**src/rtl/ipti_pkg.sv**
```systemverilog
package ipti_pkg;
   localparam int ID_W = 2;

   // register slot encoding
   typedef enum logic [1:0] {
      SLOT_CTRL = 2'd0,
      SLOT_IPI  = 2'd1,
      SLOT_TMR  = 2'd2,
      SLOT_REQ  = 2'd3
   } slot_e;

   // control word field positions
   localparam int POST_LSB   = 12;
   localparam int ICLR_LSB   = 8;
   localparam int TCLR_LSB   = 4;
   localparam int IGNORE_BIT = 28;
   localparam int MAX_CPU    = 4;
endpackage

```
**src/rtl/ipti_cmd_dec.sv**
```systemverilog
module ipti_cmd_dec
   import ipti_pkg::*;
#(
   parameter int NCPU = 4,
   parameter int DW   = 32
) (
   input  logic            wr_en,
   input  logic [1:0]      reg_sel,
   input  logic [DW-1:0]   wdata,
   output logic [NCPU-1:0] post_vec,
   output logic [NCPU-1:0] iclr_vec,
   output logic [NCPU-1:0] tclr_vec,
   output logic            bad_cmd
);
   logic [NCPU-1:0] low_field;
   logic [NCPU-1:0] f_post, f_iclr, f_tclr;
   logic            f_ign;

   assign low_field = wdata[NCPU-1:0];
   assign f_post    = wdata[POST_LSB +: NCPU];
   assign f_iclr    = wdata[ICLR_LSB +: NCPU];
   assign f_tclr    = wdata[TCLR_LSB +: NCPU];
   assign f_ign     = wdata[IGNORE_BIT];

   always_comb begin
      post_vec = '0;
      iclr_vec = '0;
      tclr_vec = '0;
      bad_cmd  = 1'b0;
      if (wr_en) begin
         unique case (slot_e'(reg_sel))
            SLOT_CTRL: begin
               post_vec = f_post;
               iclr_vec = f_iclr;
               tclr_vec = f_tclr;
               bad_cmd  = !((|f_post) || (|f_iclr) || (|f_tclr) || f_ign);
            end
            SLOT_IPI: begin
               iclr_vec = low_field;
               bad_cmd  = ~|low_field;
            end
            SLOT_TMR: begin
               tclr_vec = low_field;
               bad_cmd  = ~|low_field;
            end
            SLOT_REQ: begin
               post_vec = low_field;
               bad_cmd  = ~|low_field;
            end
            default: bad_cmd = 1'b1;
         endcase
      end
   end
endmodule

```
**src/rtl/ipti_pend.sv**
```systemverilog
module ipti_pend #(
   parameter int N        = 4,
   parameter bit SET_WINS = 1'b0
) (
   input  logic         clk,
   input  logic         rst,
   input  logic [N-1:0] set_vec,
   input  logic [N-1:0] clr_vec,
   output logic [N-1:0] pend,
   output logic         dup_set,
   output logic         idle_clr
);
   logic [N-1:0] pend_q, pend_d;

   generate
      if (SET_WINS) begin : g_set_last
         assign pend_d = (pend_q & ~clr_vec) | set_vec;
      end else begin : g_clr_last
         assign pend_d = (pend_q | set_vec) & ~clr_vec;
      end
   endgenerate

   always_ff @(posedge clk) begin
      if (rst) pend_q <= '0;
      else     pend_q <= pend_d;
   end

   assign pend     = pend_q;
   assign dup_set  = |(set_vec & pend_q);
   assign idle_clr = |(clr_vec & ~(pend_q | set_vec));
endmodule

```
**src/rtl/ipti_rd_mux.sv**
```systemverilog
module ipti_rd_mux
   import ipti_pkg::*;
#(
   parameter int NCPU = 4,
   parameter int DW   = 32
) (
   input  logic            rd_en,
   input  logic [1:0]      reg_sel,
   input  logic [ID_W-1:0] rd_cpu_id,
   input  logic [NCPU-1:0] ipi_pend,
   input  logic [NCPU-1:0] tmr_pend,
   output logic [DW-1:0]   rdata
);
   always_comb begin
      rdata = '0;
      if (rd_en) begin
         unique case (slot_e'(reg_sel))
            SLOT_CTRL: begin
               rdata[ID_W-1:0]           = rd_cpu_id;
               rdata[TCLR_LSB +: NCPU]   = tmr_pend;
               rdata[ICLR_LSB +: NCPU]   = ipi_pend;
            end
            SLOT_IPI: rdata[NCPU-1:0] = ipi_pend;
            SLOT_TMR: rdata[NCPU-1:0] = tmr_pend;
            default:  rdata = '0;
         endcase
      end
   end
endmodule

```
**src/rtl/ipti_unit.sv**
```systemverilog
module ipti_unit
   import ipti_pkg::*;
#(
   parameter int NCPU = 4,
   parameter int DW   = 32
) (
   input  logic                clk,
   input  logic                rst,
   input  logic                wr_en,
   input  logic                rd_en,
   input  logic [1:0]          reg_sel,
   input  logic [DW-1:0]       wdata,
   input  logic [ID_W-1:0]     rd_cpu_id,
   output logic [DW-1:0]       rdata,
   input  logic                tick,
   output logic [NCPU-1:0]     ipi_irq,
   output logic [NCPU-1:0]     tmr_irq,
   output logic                warn_pulse,
   output logic                err_pulse
);
   generate
      if (NCPU < 1 || NCPU > MAX_CPU) begin : g_bad_ncpu
         $error("ipti_unit: NCPU must be 1..4");
      end
      if (DW <= IGNORE_BIT) begin : g_bad_dw
         $error("ipti_unit: DW must exceed the ignored control bit");
      end
   endgenerate

   logic [NCPU-1:0] post_vec, iclr_vec, tclr_vec;
   logic            bad_cmd;
   logic            ipi_dup, ipi_idle, tmr_dup_unused, tmr_idle_unused;
   logic            warn_q, err_q;

   ipti_cmd_dec #(.NCPU(NCPU), .DW(DW)) u_dec (
      .wr_en    (wr_en),
      .reg_sel  (reg_sel),
      .wdata    (wdata),
      .post_vec (post_vec),
      .iclr_vec (iclr_vec),
      .tclr_vec (tclr_vec),
      .bad_cmd  (bad_cmd)
   );

   ipti_pend #(.N(NCPU), .SET_WINS(1'b0)) u_ipi (
      .clk      (clk),
      .rst      (rst),
      .set_vec  (post_vec),
      .clr_vec  (iclr_vec),
      .pend     (ipi_irq),
      .dup_set  (ipi_dup),
      .idle_clr (ipi_idle)
   );

   ipti_pend #(.N(NCPU), .SET_WINS(1'b1)) u_tmr (
      .clk      (clk),
      .rst      (rst),
      .set_vec  ({NCPU{tick}}),
      .clr_vec  (tclr_vec),
      .pend     (tmr_irq),
      .dup_set  (tmr_dup_unused),
      .idle_clr (tmr_idle_unused)
   );

   always_ff @(posedge clk) begin
      if (rst) begin
         warn_q <= 1'b0;
         err_q  <= 1'b0;
      end else begin
         warn_q <= wr_en && !bad_cmd && (ipi_dup || ipi_idle);
         err_q  <= bad_cmd;
      end
   end

   assign warn_pulse = warn_q;
   assign err_pulse  = err_q;

   ipti_rd_mux #(.NCPU(NCPU), .DW(DW)) u_rd (
      .rd_en     (rd_en),
      .reg_sel   (reg_sel),
      .rd_cpu_id (rd_cpu_id),
      .ipi_pend  (ipi_irq),
      .tmr_pend  (tmr_irq),
      .rdata     (rdata)
   );
endmodule

```
**config.mk**
```make
export PLATFORM = sky130hd
export DESIGN_NAME = ipti_unit
export DESIGN_NICKNAME = d
export VERILOG_FILES = /design/src/rtl/ipti_pkg.sv /design/src/rtl/ipti_cmd_dec.sv /design/src/rtl/ipti_pend.sv /design/src/rtl/ipti_rd_mux.sv /design/src/rtl/ipti_unit.sv
export SDC_FILE = /design/constraint.sdc
export NUM_CORES = 1
export LEC_CHECK = 0
export BUFFER_PORTS_ARGS = -buffer_cell sky130_fd_sc_hd__buf_2
export CORE_MARGIN = 2
export CORE_UTILIZATION = 38
export CTS_CLUSTER_DIAMETER = 40
export DETAILED_ROUTE_END_ITERATION = 10
export PLACE_DENSITY_LB_ADDON = 0.3
export SLEW_MARGIN = 20
export SYNTH_ARGS = -nofsm -noshare
export SYNTH_HDL_FRONTEND = slang
export SYNTH_SLANG_ARGS = --single-unit
```
**constraint.sdc**
```tcl
create_clock -name clk -period 1.5 [get_ports clk]
set_clock_uncertainty 0.1 [all_clocks]
set_input_delay 0.15 -clock clk [delete_from_list [all_inputs] [get_ports clk]]
set_output_delay 0.15 -clock clk [all_outputs]
set_load 0.03 [all_outputs]
```
### After elaboration in Yosys (flattened, before gate mapping)

Cells that the tools add are included.

| storage, ports and cells | value |
|---|---|
| register bits | 10 |
| input bits | 41 |
| output and inout bits | 42 |
| word-level logic and storage cells | 45 |

| cells by class | value |
|---|---|
| eq/ne operators | 3 |
| mux-type cells | 12 |
| bitwise logic cells | 9 |
| reduce and logical (&&, ||, !) cells | 17 |

Operators with widths:

| operator | count |
|---|---|
| $pmux 4 s2 | 3 |
| $reduce_or 4->1 | 6 |
| $and 4x4->4 | 4 |
| $mux 12 | 1 |
| $mux 4 | 3 |
| $not 4->4 | 3 |
| $mux 8 | 1 |
| $or 4x4->4 | 2 |
| $pmux 2 s3 | 1 |
| $eq 2x2->1 const B | 2 |
| $logic_or 1x1->1 | 4 |
| $pmux 2 s2 | 1 |
| $logic_not 1->1 | 3 |
| $reduce_or 3->1 | 1 |
| $eq 2x1->1 const B | 1 |
| $logic_and 1x1->1 | 2 |
| $logic_not 2->1 | 1 |
| $pmux 1 s2 | 1 |
| $mux 1 | 1 |

### Longest topological paths before layout

| logic depth | value |
|---|---|
| word-level depth | 10 |
| gate-level depth with buffers | 7 |
| depth with buffers taken out | 6 |

### Hierarchy

From an unflattened synthesis, not the netlist that was laid out.

| second synthesis, totals | value |
|---|---|
| cells, all modules | 136 |
| area, all modules | 1,054.8 sq um |

Modules (own cells, without submodules):

| module | times used | cells each | area each (sq um) | seq. area each (sq um) |
|---|---|---|---|---|
| ipti_rd_mux | 1 | 45 | 321.6 | 0.0 |
| ipti_cmd_dec | 1 | 42 | 316.6 | 0.0 |
| ipti_pend (u_tmr) | 1 | 24 | 180.2 | 80.1 |
| ipti_pend (u_ipi) | 1 | 20 | 171.4 | 80.1 |
| ipti_unit | 1 | 5 | 65.1 | 40.0 |

### Worst setup path after synthesis

No wires, ideal clock.

| timing | value |
|---|---|
| kind | input -> output |
| start | input port reg_sel[0] |
| end | output port rdata[1] |
| arrival time | 1.321 ns |
| required time | 1.250 ns |
| setup slack | -0.071 ns |
| cell stages on the path | 6 |
| buffers on the path | 2 |
| cell sequence | inv_1 -> ha_1 -> buf_6 -> clkbuf_1 -> a222oi_1 -> nor2_1 |

| between the ends | value |
|---|---|
| cells in the longest elaborated chain, start to end | 3 |
| elaborated cells on any way between the ends | 5 |
| classes of those cells | eq/ne (2); mux (2); reduce/logical (1) |

RTL lines:

| what | line | text |
|---|---|---|
| from (decl) | ipti_unit.sv:11 | `input logic [1:0] reg_sel,` |
| $eq 2x2->1, or another cell as far along | ipti_rd_mux.sv:17 | `unique case (slot_e'(reg_sel))` |
| $pmux 2 s3 * | ipti_rd_mux.sv:17 |  |
| $mux 12 * | ipti_rd_mux.sv:16 | `if (rd_en) begin` |
| to (decl) | ipti_unit.sv:14 | `output logic [DW-1:0] rdata,` |

Every way passes the cells marked *; elsewhere a longest branch is shown, timed or not.

### Worst setup path after layout

| timing | value |
|---|---|
| start | register u_ipi.pend_q[1], in the netlist u_ipi.pend[1] |
| end | output port rdata[1] |

| between the ends | value |
|---|---|
| cells in the longest elaborated chain, start to end | 2 |

RTL lines:

| what | line | text |
|---|---|---|
| from (decl) | ipti_pend.sv:13 | `logic [N-1:0] pend_q, pend_d;` |
| from (signal assigned) | ipti_pend.sv:25 | `else pend_q <= pend_d;` |
| $pmux 2 s3 | ipti_rd_mux.sv:17 |  |
| $mux 12 | ipti_rd_mux.sv:16 |  |

Every way passes these cells.

==> results.json <==
{
  "status": "complete, no violations",
  "power_leakage_nw": 0.666,
  "synth-seq-area-share": 0.210,
  "ys_ff_latch": 10,
  "setup_ws_ps": 44.5,
  "synth.area.top_cells": "dfxtp_1 21%, buf_4 16%, ha_1 7.9%",
  "io_buffers": 47,
  "drv_slew": 0,
  "start_util": 0.392,
  "via_count": 1065,
  "timing.final.crit_share": 0.970,
  "cts_made_buffers": 3,
  "syn_to_final_growth_pct": 36.9,
  "p_int_uw": 498,
  "drt-initial-drc-count": 50,
  "tns_ps": 0,
  "clk_latency_ps": 270,
  "syn_area_sq_um": 953,
  "clock_sinks": 10,
  "critPathMaxFanout": 2,
  "vias_per_cell": 5.05,
  "async_reset_ff_frac": 0,
  "stdcell_count": 211,
  "hpwl_um": 2170,
  "critPathArrivalTime_ps": 1210,
  "core_area_sq_um": 2430,
  "grt_overflow_total": 0,
  "rows": 18,
  "preCtsSetupSlack_ps": -64.7,
  "setup_viol": 0,
  "antenna_found_initial": 0,
  "post_synth_num_cell_types": 26,
  "end_kind": "primary output",
  "clkPwrFrac": 0.223,
  "ir_drop_v": 0.000447,
  "yosys.area.top_type": "dfxtp_1",
  "cts_root_buffer": "clkbuf_4",
  "antennaDiodeCount": 0,
  "sequentialPowerShare": 0.357,
  "synth.avg_cell_area_sq_um": 7.75,
  "synth_ff_type": "dfxtp_1",
  "synth_edf_count": 0,
  "dpl.cell_count": 208,
  "die_h_um": 54.1,
  "p_sw_uw": 326,
  "crit_path_start_kind": "flop",
  "fmax_mhz": 687,
  "first_pass_iters": 4,
  "min_period_ps": 1460,
  "grt_pass1_wl_um": 4280,
  "powerDensity_nw_per_um2": 631,
  "die_area_sq_um": 2930,
  "yosysMostFrequentCell": "buf_4",
  "wl_um": 2740,
  "synth_commonest_cells": "20 x buf_4, 18 x nor2_1, 10 x dfxtp_1, 8 x a22o_1, 8 x and3_1",
  "pwr-share-comb": 0.420,
  "netlist.area_leader.share": 0.210,
  "die_width_um": 54.1,
  "grt_max_degree": 23,
  "path_class": "flop to primary output",
  "drcViolationCount": 0,
  "routabilityCongestion": 0.842,
  "worstPathRequired_ps": 1250,
  "finalNetCount": 230,
  "htreeDepth": 1,
  "cts_tree": "built",
  "wire_per_inst_um": 13.0,
  "swShare": 0.396,
  "yosys_warnings": 0,
  "layout-drive-gt1-share": 0.420,
  "utilization": 0.537,
  "power_uw": 824,
  "hp-class": "input pin to flop",
  "netlist_instances": 123,
  "clockBufferDepth": 2,
  "first_global_vias": 957,
  "cap_violations": 0,
  "io_pins": 83,
  "hold_viol": 0,
  "ant_nets": 0,
  "grt_usage": 0.203,
  "clk_pin_slew_worst_paths_ps": 70
}
cells by family after synthesis:
family                   Yosys count  synth area share
buffers and inverters             32             0.215
adder cells (fa/ha/maj)            6            0.0787
other                              1           0.00393
AO/OA/AOI/OAI                     32             0.274
flip-flops                        10             0.210
AND/OR/NAND/NOR                   42             0.218
per-stage QoR:
stage	hold slack (ps)	cell area [sq um]
2_1_floorplan	167	1030
3_3_place_gp	317	1240
3_5_place_dp	312	1240
4_1_cts	41.2	1270
5_1_grt	60.2	1310
6_report	50.4	1310
worst paths after layout:
path / from / to / slack [ps] / cells after the start
setup reg to reg: u_ipi.pend[1] / warn_pulse / 380 / 5
hold reg to reg: u_tmr.pend[0] / u_tmr.pend[0] / 440 / 2
setup / recovery: u_ipi.pend[1] / rdata[1] / 40 / 3
hold / removal: tick / u_tmr.pend[2] / 50 / 3
timing repair:
| item | CTS | global route |
|---|---|---|
| hold buffers | 0 | 0 |
| setup endpoints to repair | 2 | 4 |
| resized for setup | 1 | 10 |
| buffers inserted | 0 | 0 |
| pin swaps | 2 | 2 |
| hold endpoints to repair | 0 | 0 |
routing by layer:
| layer | vias up | part of all wire | GRT usage |
|---|---|---|---|
| li1 | 529 | - | - |
| met1 | 484 | 0.44 | 0.274 |
| met2 | 50 | 0.46 | 0.329 |
| met3 | 2 | 0.098 | 0.0639 |
| met4 | 0 | 0.0015 | 0.0125 |
| met5 | - | 0 | 0 |
power groups by stage:
stage | Combinational [mW] | Clock (mW) | Sequential, mW
floorplan | 0.222 | 0 | 0.324
global route | 0.376 | 0.204 | 0.295
detailed placement | 0.333 | 0 | 0.299
global placement | 0.330 | 0 | 0.299
finish | 0.346 | 0.184 | 0.294
CTS | 0.335 | 0.189 | 0.293
registers in the layout (all words and copies together) (netlist names):
| register | flops |
|---|---|
| u_ipi.pend | 4 |
| u_tmr.pend | 4 |
| err_pulse | 1 |
| warn_pulse | 1 |
layout make-up:
class | instances | area, sq um
inverter | 6 | 22.5
timing repair buffer | 62 | 368
tap | 30 | 37.5
fill | 249 | 1130
sequential | 10 | 203
clock buffer | 3 | 22.5
multi-input combinational | 100 | 652
worst max-delay path: stages, from the launching register on:
cell and delay, ps:
dfxtp_2 330, a222oi_1 360, nor2_2 70, buf_4 170
layout by cell type (no fill, tap or decap):
cell       netlist  layout
buf_2            2      44
conb_1           1      20
nor2_1          18      16
buf_4           20      16
and3_1           8       8
a22o_1           8       8
dfxtp_1         10       8
nand2_1          6       6
a22oi_1          5       5
inv_1            6       5
a21oi_1          5       5
a211oi_1         4       4
o2111ai_1        4       4
clkbuf_4         0       4
nand2b_1         3       3
a22oi_2          3       3
ha_1             6       3
a222oi_1         2       2
nor2_2           0       2
nor4_1           2       2
ha_4             0       2
dfxtp_2          0       2
inv_2            0       1
nor4b_1          1       1
nand4_1          1       1
nor3_1           1       1
and4_1           1       1
nand3b_1         1       1
a31oi_1          1       1
ha_2             0       1
buf_12           0       1
Power figures use the tool's default switching activity.
